## src/rtl/muldiv_pkg.sv

```systemverilog
package muldiv_pkg;

  typedef enum logic [2:0] {
    OP_MUL_S  = 3'd0,
    OP_MUL_U  = 3'd1,
    OP_DIV_S  = 3'd2,
    OP_DIV_U  = 3'd3,
    OP_SET_HI = 3'd4,
    OP_SET_LO = 3'd5
  } md_op_e;

  typedef enum logic [1:0] {
    DV_IDLE = 2'd0,
    DV_ITER = 2'd1,
    DV_FIX  = 2'd2
  } dv_state_e;

endpackage

```

## src/rtl/muldiv_mul.sv

```systemverilog
module muldiv_mul #(
  parameter int WIDTH = 32
) (
  input  logic               clk,
  input  logic               rst_n,
  input  logic               is_signed,
  input  logic [WIDTH-1:0]   a,
  input  logic [WIDTH-1:0]   b,
  output logic [2*WIDTH-1:0] prod
);
  localparam int PW = 2*WIDTH + 2;

  logic signed [WIDTH:0]  a_ext;
  logic signed [WIDTH:0]  b_ext;
  logic signed [PW-1:0]   full;

  always_comb begin
    a_ext = {is_signed & a[WIDTH-1], a};
    b_ext = {is_signed & b[WIDTH-1], b};
    full  = PW'(a_ext) * PW'(b_ext);
    prod  = full[2*WIDTH-1:0];
  end

  // a signed product of two nonzero operands carries the xor of their signs
  p_prod_sign_r1: assert property (@(posedge clk) disable iff (!rst_n)
    (is_signed && a != '0 && b != '0) |-> (prod[2*WIDTH-1] == (a[WIDTH-1] ^ b[WIDTH-1])));

  // unsigned product by one returns the operand with a zero upper half
  p_unit_mul_r2: assert property (@(posedge clk) disable iff (!rst_n)
    (!is_signed && b == WIDTH'(1)) |-> (prod == {{WIDTH{1'b0}}, a}));

endmodule

```

## src/rtl/muldiv_div.sv

```systemverilog
module muldiv_div #(
  parameter int WIDTH = 32
) (
  input  logic             clk,
  input  logic             rst_n,
  input  logic             start,
  input  logic             is_signed,
  input  logic [WIDTH-1:0] dividend,
  input  logic [WIDTH-1:0] divisor,
  output logic             busy_o,
  output logic             done_o,
  output logic [WIDTH-1:0] quo_o,
  output logic [WIDTH-1:0] rem_o
);
  import muldiv_pkg::*;

  localparam int CW = $clog2(WIDTH);
  localparam logic [CW-1:0] LAST = CW'(WIDTH - 1);

  dv_state_e        state_q, state_n;
  logic [CW-1:0]    cnt_q, cnt_n;
  logic [WIDTH:0]   rem_q, rem_n;
  logic [WIDTH-1:0] quo_q, quo_n;
  logic [WIDTH-1:0] dvs_q, dvs_n;
  logic             negq_q, negq_n;
  logic             negr_q, negr_n;
  logic             en;

  logic [WIDTH:0]   rem_sh;
  logic [WIDTH:0]   trial;
  logic [WIDTH-1:0] mag_dd;
  logic [WIDTH-1:0] mag_dv;

  always_comb begin
    mag_dd = (is_signed && dividend[WIDTH-1]) ? (~dividend + 1'b1) : dividend;
    mag_dv = (is_signed && divisor[WIDTH-1])  ? (~divisor + 1'b1)  : divisor;
    rem_sh = {rem_q[WIDTH-1:0], quo_q[WIDTH-1]};
    trial  = rem_sh - {1'b0, dvs_q};
  end

  always_comb begin
    state_n = state_q;
    cnt_n   = cnt_q;
    rem_n   = rem_q;
    quo_n   = quo_q;
    dvs_n   = dvs_q;
    negq_n  = negq_q;
    negr_n  = negr_q;
    unique case (state_q)
      DV_IDLE: begin
        if (start) begin
          state_n = DV_ITER;
          cnt_n   = '0;
          rem_n   = '0;
          quo_n   = mag_dd;
          dvs_n   = mag_dv;
          negq_n  = is_signed & (dividend[WIDTH-1] ^ divisor[WIDTH-1]);
          negr_n  = is_signed & dividend[WIDTH-1];
        end
      end
      DV_ITER: begin
        if (!trial[WIDTH]) begin
          rem_n = trial;
          quo_n = {quo_q[WIDTH-2:0], 1'b1};
        end else begin
          rem_n = rem_sh;
          quo_n = {quo_q[WIDTH-2:0], 1'b0};
        end
        cnt_n = cnt_q + 1'b1;
        if (cnt_q == LAST) state_n = DV_FIX;
      end
      DV_FIX:  state_n = DV_IDLE;
      default: state_n = DV_IDLE;
    endcase
  end

  assign en = (state_q != DV_IDLE) | start;

  always_ff @(posedge clk or negedge rst_n) begin
    if (!rst_n) begin
      state_q <= DV_IDLE;
      cnt_q   <= '0;
      rem_q   <= '0;
      quo_q   <= '0;
      dvs_q   <= '0;
      negq_q  <= 1'b0;
      negr_q  <= 1'b0;
    end else if (en) begin
      state_q <= state_n;
      cnt_q   <= cnt_n;
      rem_q   <= rem_n;
      quo_q   <= quo_n;
      dvs_q   <= dvs_n;
      negq_q  <= negq_n;
      negr_q  <= negr_n;
    end
  end

  always_comb begin
    busy_o = (state_q != DV_IDLE);
    done_o = (state_q == DV_FIX);
    quo_o  = negq_q ? (~quo_q + 1'b1) : quo_q;
    rem_o  = negr_q ? (~rem_q[WIDTH-1:0] + 1'b1) : rem_q[WIDTH-1:0];
  end

  // restoring step keeps the partial remainder below the divisor magnitude
  p_rem_bound_r4: assert property (@(posedge clk) disable iff (!rst_n)
    (done_o && dvs_q != '0) |-> (rem_q[WIDTH] == 1'b0 && rem_q[WIDTH-1:0] < dvs_q));

  // the sign fix-up always follows the last iteration
  p_fix_follows_r5: assert property (@(posedge clk) disable iff (!rst_n)
    done_o |-> $past(state_q == DV_ITER));

endmodule

```

## src/rtl/muldiv_hilo.sv

```systemverilog
module muldiv_hilo #(
  parameter int WIDTH = 32
) (
  input  logic               clk,
  input  logic               rst_n,
  input  logic               mul_we,
  input  logic [2*WIDTH-1:0] mul_prod,
  input  logic               div_we,
  input  logic [WIDTH-1:0]   div_quo,
  input  logic [WIDTH-1:0]   div_rem,
  input  logic               hi_we,
  input  logic               lo_we,
  input  logic [WIDTH-1:0]   wdata,
  output logic [WIDTH-1:0]   hi_o,
  output logic [WIDTH-1:0]   lo_o
);
  logic [WIDTH-1:0] hi_q, hi_n;
  logic [WIDTH-1:0] lo_q, lo_n;
  logic             hi_en, lo_en;

  always_comb begin
    hi_n  = hi_q;
    lo_n  = lo_q;
    hi_en = mul_we | div_we | hi_we;
    lo_en = mul_we | div_we | lo_we;
    if (mul_we) begin
      hi_n = mul_prod[2*WIDTH-1:WIDTH];
      lo_n = mul_prod[WIDTH-1:0];
    end else if (div_we) begin
      hi_n = div_rem;
      lo_n = div_quo;
    end else begin
      if (hi_we) hi_n = wdata;
      if (lo_we) lo_n = wdata;
    end
  end

  always_ff @(posedge clk or negedge rst_n) begin
    if (!rst_n) begin
      hi_q <= '0;
    end else if (hi_en) begin
      hi_q <= hi_n;
    end
  end

  always_ff @(posedge clk or negedge rst_n) begin
    if (!rst_n) begin
      lo_q <= '0;
    end else if (lo_en) begin
      lo_q <= lo_n;
    end
  end

  assign hi_o = hi_q;
  assign lo_o = lo_q;

  // at most one source may update the pair in any cycle
  p_one_writer_r7: assert property (@(posedge clk) disable iff (!rst_n)
    $onehot0({mul_we, div_we, hi_we, lo_we}));

  // a single-register load leaves its partner alone
  p_load_hi_only_r8: assert property (@(posedge clk) disable iff (!rst_n)
    hi_we |=> ($stable(lo_o) && hi_o == $past(wdata)));

endmodule

```

## src/rtl/muldiv_unit.sv

```systemverilog
module muldiv_unit #(
  parameter int WIDTH = 32
) (
  input  logic             clk,
  input  logic             rst_n,
  input  logic             start_i,
  input  logic [2:0]       op_i,
  input  logic [WIDTH-1:0] a_i,
  input  logic [WIDTH-1:0] b_i,
  output logic             busy_o,
  output logic [WIDTH-1:0] hi_o,
  output logic [WIDTH-1:0] lo_o
);
  import muldiv_pkg::*;

  localparam int RUNW = $clog2(WIDTH + 2) + 1;

  logic               accept;
  logic               is_mul, is_div, is_signed;
  logic               mul_we, div_start, hi_we, lo_we;
  logic [2*WIDTH-1:0] prod;
  logic               div_busy, div_done;
  logic [WIDTH-1:0]   div_quo, div_rem;

  always_comb begin
    accept    = start_i & ~div_busy;
    is_mul    = (op_i == OP_MUL_S) | (op_i == OP_MUL_U);
    is_div    = (op_i == OP_DIV_S) | (op_i == OP_DIV_U);
    is_signed = (op_i == OP_MUL_S) | (op_i == OP_DIV_S);
    mul_we    = accept & is_mul;
    div_start = accept & is_div;
    hi_we     = accept & (op_i == OP_SET_HI);
    lo_we     = accept & (op_i == OP_SET_LO);
  end

  muldiv_mul #(.WIDTH(WIDTH)) u_mul (
    .clk       (clk),
    .rst_n     (rst_n),
    .is_signed (is_signed),
    .a         (a_i),
    .b         (b_i),
    .prod      (prod)
  );

  muldiv_div #(.WIDTH(WIDTH)) u_div (
    .clk       (clk),
    .rst_n     (rst_n),
    .start     (div_start),
    .is_signed (is_signed),
    .dividend  (a_i),
    .divisor   (b_i),
    .busy_o    (div_busy),
    .done_o    (div_done),
    .quo_o     (div_quo),
    .rem_o     (div_rem)
  );

  muldiv_hilo #(.WIDTH(WIDTH)) u_hilo (
    .clk      (clk),
    .rst_n    (rst_n),
    .mul_we   (mul_we),
    .mul_prod (prod),
    .div_we   (div_done),
    .div_quo  (div_quo),
    .div_rem  (div_rem),
    .hi_we    (hi_we),
    .lo_we    (lo_we),
    .wdata    (a_i),
    .hi_o     (hi_o),
    .lo_o     (lo_o)
  );

  assign busy_o = div_busy;

  // run length of the busy window, kept for the latency check only
  logic [RUNW-1:0] busy_run;
  always_ff @(posedge clk or negedge rst_n) begin
    if (!rst_n) begin
      busy_run <= '0;
    end else if (busy_o) begin
      busy_run <= busy_run + 1'b1;
    end else begin
      busy_run <= '0;
    end
  end

  p_busy_len_r5: assert property (@(posedge clk) disable iff (!rst_n)
    $fell(busy_o) |-> (busy_run == RUNW'(WIDTH + 1)));

  p_div_launch_r5: assert property (@(posedge clk) disable iff (!rst_n)
    $rose(busy_o) |-> $past(start_i && (op_i == OP_DIV_S || op_i == OP_DIV_U)));

  p_hilo_hold_r6: assert property (@(posedge clk) disable iff (!rst_n)
    busy_o |-> ($stable(hi_o) && $stable(lo_o)));

  p_unused_op_r10: assert property (@(posedge clk) disable iff (!rst_n)
    (start_i && op_i[2:1] == 2'b11 && !busy_o) |=> ($stable(hi_o) && $stable(lo_o) && !busy_o));

endmodule

```

## config.mk

```make
export PLATFORM = sky130hd
export DESIGN_NAME = muldiv_unit
export DESIGN_NICKNAME = d
export VERILOG_FILES = /design/src/rtl/muldiv_pkg.sv /design/src/rtl/muldiv_mul.sv /design/src/rtl/muldiv_div.sv /design/src/rtl/muldiv_hilo.sv /design/src/rtl/muldiv_unit.sv
export SDC_FILE = /design/constraint.sdc
export NUM_CORES = 2
export LEC_CHECK = 0
export ABC_AREA = 1
export CAP_MARGIN = 20
export CORE_MARGIN = 5
export CORE_UTILIZATION = 50
export DETAILED_ROUTE_END_ITERATION = 10
export PLACE_DENSITY = 0.66
export SLEW_MARGIN = 20
export SYNTH_ARGS = -nofsm -noshare
export SYNTH_HDL_FRONTEND = slang
export SYNTH_SLANG_ARGS = --single-unit
export TNS_END_PERCENT = 30
```

## constraint.sdc

```tcl
create_clock -name clk -period 5.5 [get_ports clk]
set_clock_uncertainty 0.15 [all_clocks]
set_input_delay 0.825 -clock clk [delete_from_list [all_inputs] [get_ports clk]]
set_output_delay 0.825 -clock clk [all_outputs]
set_load 0.02 [all_outputs]
```

* Word level (Yosys, flattened, before mapping)
Cells that the tools add are included.
** Operators by class
- $add $sub $neg :: 6
- Multiply operators :: 1
- Equal/unequal tests :: 10
- Mux-type cells :: 21
- Bitwise gates (word level) :: 21
- Reductions and logical operators :: 13
** Operators by type and width (number)
- $mux 32 :: 13
- $add 32x1->32 const B :: 4
- $not 32->32 :: 4
- $pmux 32 s2 :: 2
- $mul 33x33->64 :: 1
- $sub 33x32->33 :: 1
- $pmux 5 s2 :: 1
- $reduce_and 3->1 :: 3
- $and 1x1->1 :: 8
- $or 1x1->1 :: 7
- $eq 3x2->1 const B :: 2
- $eq 3x3->1 const B :: 2
- $reduce_bool 3->1 :: 2
- $add 5x1->5 const B :: 1
- $eq 5x5->1 const B :: 1
- $mux 5 :: 1
- $mux 2 :: 2
- $ne 2x1->1 const B :: 2
- $pmux 2 s2 :: 1
- $reduce_and 2->1 :: 2
- $reduce_bool 2->1 :: 2
- $eq 3x1->1 const B :: 1
- $logic_not 3->1 :: 1
- $eq 2x1->1 const B :: 1
- other kinds (6) :: 7
** Word-level totals
- Bits in registers :: 169
- Output and inout bits :: 65

* Logic depth before layout (Yosys ltp)
- Word-level depth :: 7
- Mapped depth :: 35
- Gate-level depth less buffers :: 33

* Hierarchy
Synthesis repeated with hierarchy kept, for this count alone.
** Second synthesis, totals
- Cell total of the unflattened synthesis :: 7313
- Area total of the unflattened synthesis :: 54293.3 um^2
** Modules (own cells, without submodules)
- muldiv_mul :: times used 1, cells an instance 5121, area each 40221.1 um^2
- muldiv_div :: times used 1, cells an instance 1653, area each 10224.8 um^2
- muldiv_hilo :: times used 1, cells an instance 525, area each 3791.1 um^2
- muldiv_unit :: times used 1, cells an instance 14, area each 56.3 um^2

* Worst setup path before layout
No wires, ideal clock.
- Path kind :: input -> register
- Start :: in a_i[31]
- End :: reg u_hilo.hi_q[28] (netlist: u_hilo.hi_o[28])
- Library setup time :: 0.117 ns
- Arrival time :: 7.737 ns
- Slack :: -2.504 ns
- Stages on the path :: 32
- Cells stage by stage :: clkbuf_1 -> clkbuf_1 -> nand2_1 -> nor2_1 -> fa_1 -> inv_1 -> fa_1 -> inv_1 -> fa_1 -> fa_1 -> inv_1 -> fa_1 -> inv_1 -> fa_1 -> inv_1 -> fa_1 -> fa_1 -> inv_1 -> ha_1 -> nand2_1 -> nor2_1 -> inv_1 -> nor2_1 -> nand2_1 -> nor2_1 -> nand2_1 -> nand3b_1 -> nand2_1 -> nand3_1 -> nand2_1 -> nand2_1 -> nand2_1
** On the way
- Word-level cells in the longest chain between the ends :: 3
** Ends and longest elaborated chain
- start, declared :: line muldiv_unit.sv:8 : input logic [WIDTH-1:0] a_i,
- $and 1x1->1 :: line muldiv_mul.sv:18 : a_ext = {is_signed & a[WIDTH-1], a};
- $mul 33x33->64 * :: line muldiv_mul.sv:20 : full = PW'(a_ext) * PW'(b_ext);
- $mux 32 * :: line muldiv_hilo.sv:26 : if (mul_we) begin
- end signal, assigned :: line muldiv_hilo.sv:42 : hi_q <= hi_n;
- end, declared :: line muldiv_hilo.sv:17 : logic [WIDTH-1:0] hi_q, hi_n;
Every way passes the cells marked *; elsewhere a longest branch is shown, timed or not.
A chain may end at the register's enable or synchronous reset.

* Final worst setup path
- Start :: in op_i[0]
- End :: reg u_hilo.hi_q[17] (netlist: u_hilo.hi_o[17])
** On the way
- Word-level cells in the longest chain between the ends :: 6
** Ends and longest elaborated chain
- start, declared :: line muldiv_unit.sv:7 : input logic [2:0] op_i,
- parallel branches: the longest is 6 deep, another holds $mul 33x33->64
Parallel ways; which one is timed is not known.

==> results.json <==
{
  "fin_crit_sh": 1.35,
  "setup_viol_count_final": 55,
  "cpMostUsedCell": "sky130_fd_sc_hd__fa_1",
  "grt_pass1_vias": 51600,
  "yosys_warnings": 0,
  "max_stage_delay_ns": 0.56,
  "seq_area_frac_synth": 0.0786,
  "path_delay_family": "adder cells",
  "drive_above_1_share": 0.185,
  "clkTransAtPathRegs_ns": 0.09,
  "status": "finished with violations",
  "critical_path.endpoint_type": "flop",
  "syn_avg_cell_area_sq_um": 7.30,
  "starting_density": 0.503,
  "maxUsedRoutingLayer": "met5",
  "final_worst_setup_slack_ns": -1.93,
  "tritoncts_clock_tree": "built",
  "clock_latency_on_the_worst_skew_pair_ns": 0.47,
  "hp-class": "in -> async",
  "grtUsageTotal": 0.356,
  "cts_buffers": 17,
  "clk_path_buf_depth": 2,
  "synthDominantAreaCellType": "sky130_fd_sc_hd__fa_1",
  "synth_enable_flop_cells": 0,
  "max_freq_mhz": 135,
  "rows": 120,
  "hold_viol_final": 0,
  "grt_overflow": 0,
  "ant_nets": 0,
  "routed_vias": 50200,
  "detailedRoute.firstPassIterationCount": 6,
  "setup_repair_after_global_routing_missed_its_margin": "yes",
  "synth.cell_area_sq_mm": 0.0538,
  "via_per_inst": 5.31,
  "period_needed_ns": 7.43,
  "clock_tree.root_cell": "sky130_fd_sc_hd__clkbuf_16",
  "buffer_ports.inserted": 134,
  "layout.core_utilization": 0.622,
  "post_cts_hold_buffer_count": 0,
  "max_cap_viol_count": 0,
  "critical_path.slowest_cell": "sky130_fd_sc_hd__fa_1",
  "coreArea_sq_mm": 0.107,
  "largest_net_degree_at_the_start_of_global_routing": 102,
  "area_delta_synth_final_pct": 23.7,
  "post_drt_wl_per_cell_um": 21.3,
  "number_of_standard_cells_after_synthesis": 7374,
  "timing.critical_path.from_type": "input port",
  "top_level_ports": 135,
  "critPathBufInv": 14,
  "drt-total-wl_um": 201000,
  "die_height_um": 338,
  "clock_tree.htree_level_count": 4,
  "synth.top_cell.area_share": 0.419,
  "num-fill-cells": 9560,
  "met1_layer_wirelength_in_the_final_routing_um": 81300,
  "final_net_count": 9468,
  "ys_seq_elements": 169,
  "globalplace.congestion": 1.02,
  "synth.net_count": 8821,
  "critical_path_class": "in -> reg",
  "worst-endpoint-arrival_ns": 7.67,
  "detailroute.wirelength.met2_um": 94200,
  "synth_cell_types": 48,
  "critical_path_required_ns": 5.74,
  "die_area_sq_mm": 0.114,
  "detail_route.iter0.violations": 4173,
  "antenna_found_initial": 9,
  "violated_checks": "setup timing",
  "dr_wl_met3_um": 16000,
  "grt_pass1_wl_um": 308000,
  "slew_violations": 0,
  "detail_route.drc_violations": 0,
  "dp_hpwl_um": 167000,
  "leading_register_cell_type_out_of_synthesis": "sky130_fd_sc_hd__dfrtp_1",
  "timing.max_slew.rel_slack": 0.228,
  "cp_max_fo": 8,
  "die_width_um": 338,
  "cts_num_sinks": 169,
  "synthArstFlopShare": 1.00,
  "netlist_top_cells_area": "sky130_fd_sc_hd__fa_1, sky130_fd_sc_hd__nand2_1, sky130_fd_sc_hd__inv_1, sky130_fd_sc_hd__dfrtp_1, sky130_fd_sc_hd__ha_1",
  "timing_worst_slew_pin_value_ns": 1.16
}
==> final cells by class <==
class                      instances  area (sq um)  share of cell area
antenna                            5          12.5            0.000188
clock buffer                      17           425             0.00639
clock inverter                    15           189             0.00284
inverter                        1885          7120               0.107
multi-input combinational       4979         43600               0.656
sequential                       169          4230              0.0636
tap                             1403          1760              0.0264
timing repair buffer             969          9170               0.138
==> metal layers <==
layer	global-route usage	vias up
li1	-	22600
met1	0.483	25100
met2	0.584	2060
met5	0	-
met3	0.0551	398
met4	0.130	6
==> logic make-up after synthesis <==
| kind of cell | count (synthesis) | synth area share |
|---|---|---|
| buffers and inverters | 2226 | 0.156 |
| AO/OA/AOI/OAI | 479 | 0.0497 |
| adder cells (fa/ha/maj) | 1377 | 0.477 |
| AND/OR/NAND/NOR | 3047 | 0.226 |
| flip-flops | 169 | 0.0786 |
| XOR/XNOR | 76 | 0.0124 |
==> cell usage in the layout, fill, tap and decap left out, drive strengths merged, types with 5 or more instances in the layout <==
cell type      count
a21o               5
a21oi            210
a31oi             13
buf              875
bufbuf             7
clkbuf            24
clkdlybuf4s15      6
clkdlybuf4s50     67
clkinv             9
dfrtp            169
diode              5
dlygate4sd2        6
fa              1126
ha               251
inv             1888
nand2           2222
nand3            289
nand3b            19
nand4             32
nor2             430
nor3              32
nor4              10
o211ai            13
o21a               5
o21ai            168
o21bai            22
o221ai            22
o22ai              7
or2                8
xnor2             18
xor2              58
==> Yosys cell counts, types with 7 or more instances <==
cell type                  number
sky130_fd_sc_hd__o21bai_1      22
sky130_fd_sc_hd__or2_2          8
sky130_fd_sc_hd__nand3_1      288
sky130_fd_sc_hd__nand3b_1      19
sky130_fd_sc_hd__nor4_1        10
sky130_fd_sc_hd__nand2_1     2216
sky130_fd_sc_hd__ha_1         251
sky130_fd_sc_hd__o22ai_1        7
sky130_fd_sc_hd__nor3_1        25
sky130_fd_sc_hd__inv_1       1876
sky130_fd_sc_hd__fa_1        1126
sky130_fd_sc_hd__a21oi_1      208
sky130_fd_sc_hd__nor2_1       422
sky130_fd_sc_hd__a31oi_1       13
sky130_fd_sc_hd__o221ai_1      22
sky130_fd_sc_hd__xor2_1        58
sky130_fd_sc_hd__nand4_1       32
sky130_fd_sc_hd__buf_2         28
sky130_fd_sc_hd__dfrtp_1      169
sky130_fd_sc_hd__xnor2_1       18
sky130_fd_sc_hd__o21ai_0      162
sky130_fd_sc_hd__o211ai_1      13
sky130_fd_sc_hd__clkbuf_1     211
sky130_fd_sc_hd__buf_1         98
sky130_fd_sc_hd__inv_2          7
==> stage by stage <==
step           area (sq um)  cells  setup TNS, ns  worst slack (ns)  hold WS, ns
6_report              66500   9442         -89.56             -1.93        0.220
5_1_grt               66500   9438        -102.02             -2.20        0.268
4_1_cts               65300   9404         -86.52             -1.84        0.247
3_5_place_dp          61800   9291        -154.84             -3.50        0.316
3_3_place_gp          61800   9291        -152.45             -3.52        0.308
2_1_floorplan         54200   7374         -84.91             -1.95        0.290
==> registers in the layout, indices dropped and copies added (netlist names) <==
register / flops
u_div.state_q: 2
u_hilo.hi_o: 32
u_div.dvs_q: 32
u_div.quo_q: 32
u_div.negr_q: 1
u_hilo.lo_o: 32
u_div.cnt_q: 5
u_div.negq_q: 1
u_div.rem_q: 32
==> what timing repair did <==
action,in CTS,in global routing
buffers inserted,71,30
endpoints found under the hold margin,0,0
gates cloned,11,4
endpoints found under the setup margin,57,57
resized for setup,581,241
pin swaps,196,142
==> final timing paths <==
path / start / to / slack [ns] / cells after the start
max: op_i[0] / u_hilo.hi_o[17] / -1.93 / 35
min: rst_n / u_div.quo_q[5] / 0.22 / 1
max reg2reg: u_div.quo_q[31] / u_div.rem_q[19] / 2.01 / 16
min reg2reg: u_div.dvs_q[26] / u_div.dvs_q[26] / 0.33 / 2
max in group asynchronous: rst_n / u_div.dvs_q[5] / 3.84 / 2
min in group clk: u_div.dvs_q[26] / u_div.dvs_q[26] / 0.33 / 2
Power is not shown: default switching activity piles up to over one toggle a cycle in this logic, so the estimate is an artifact.
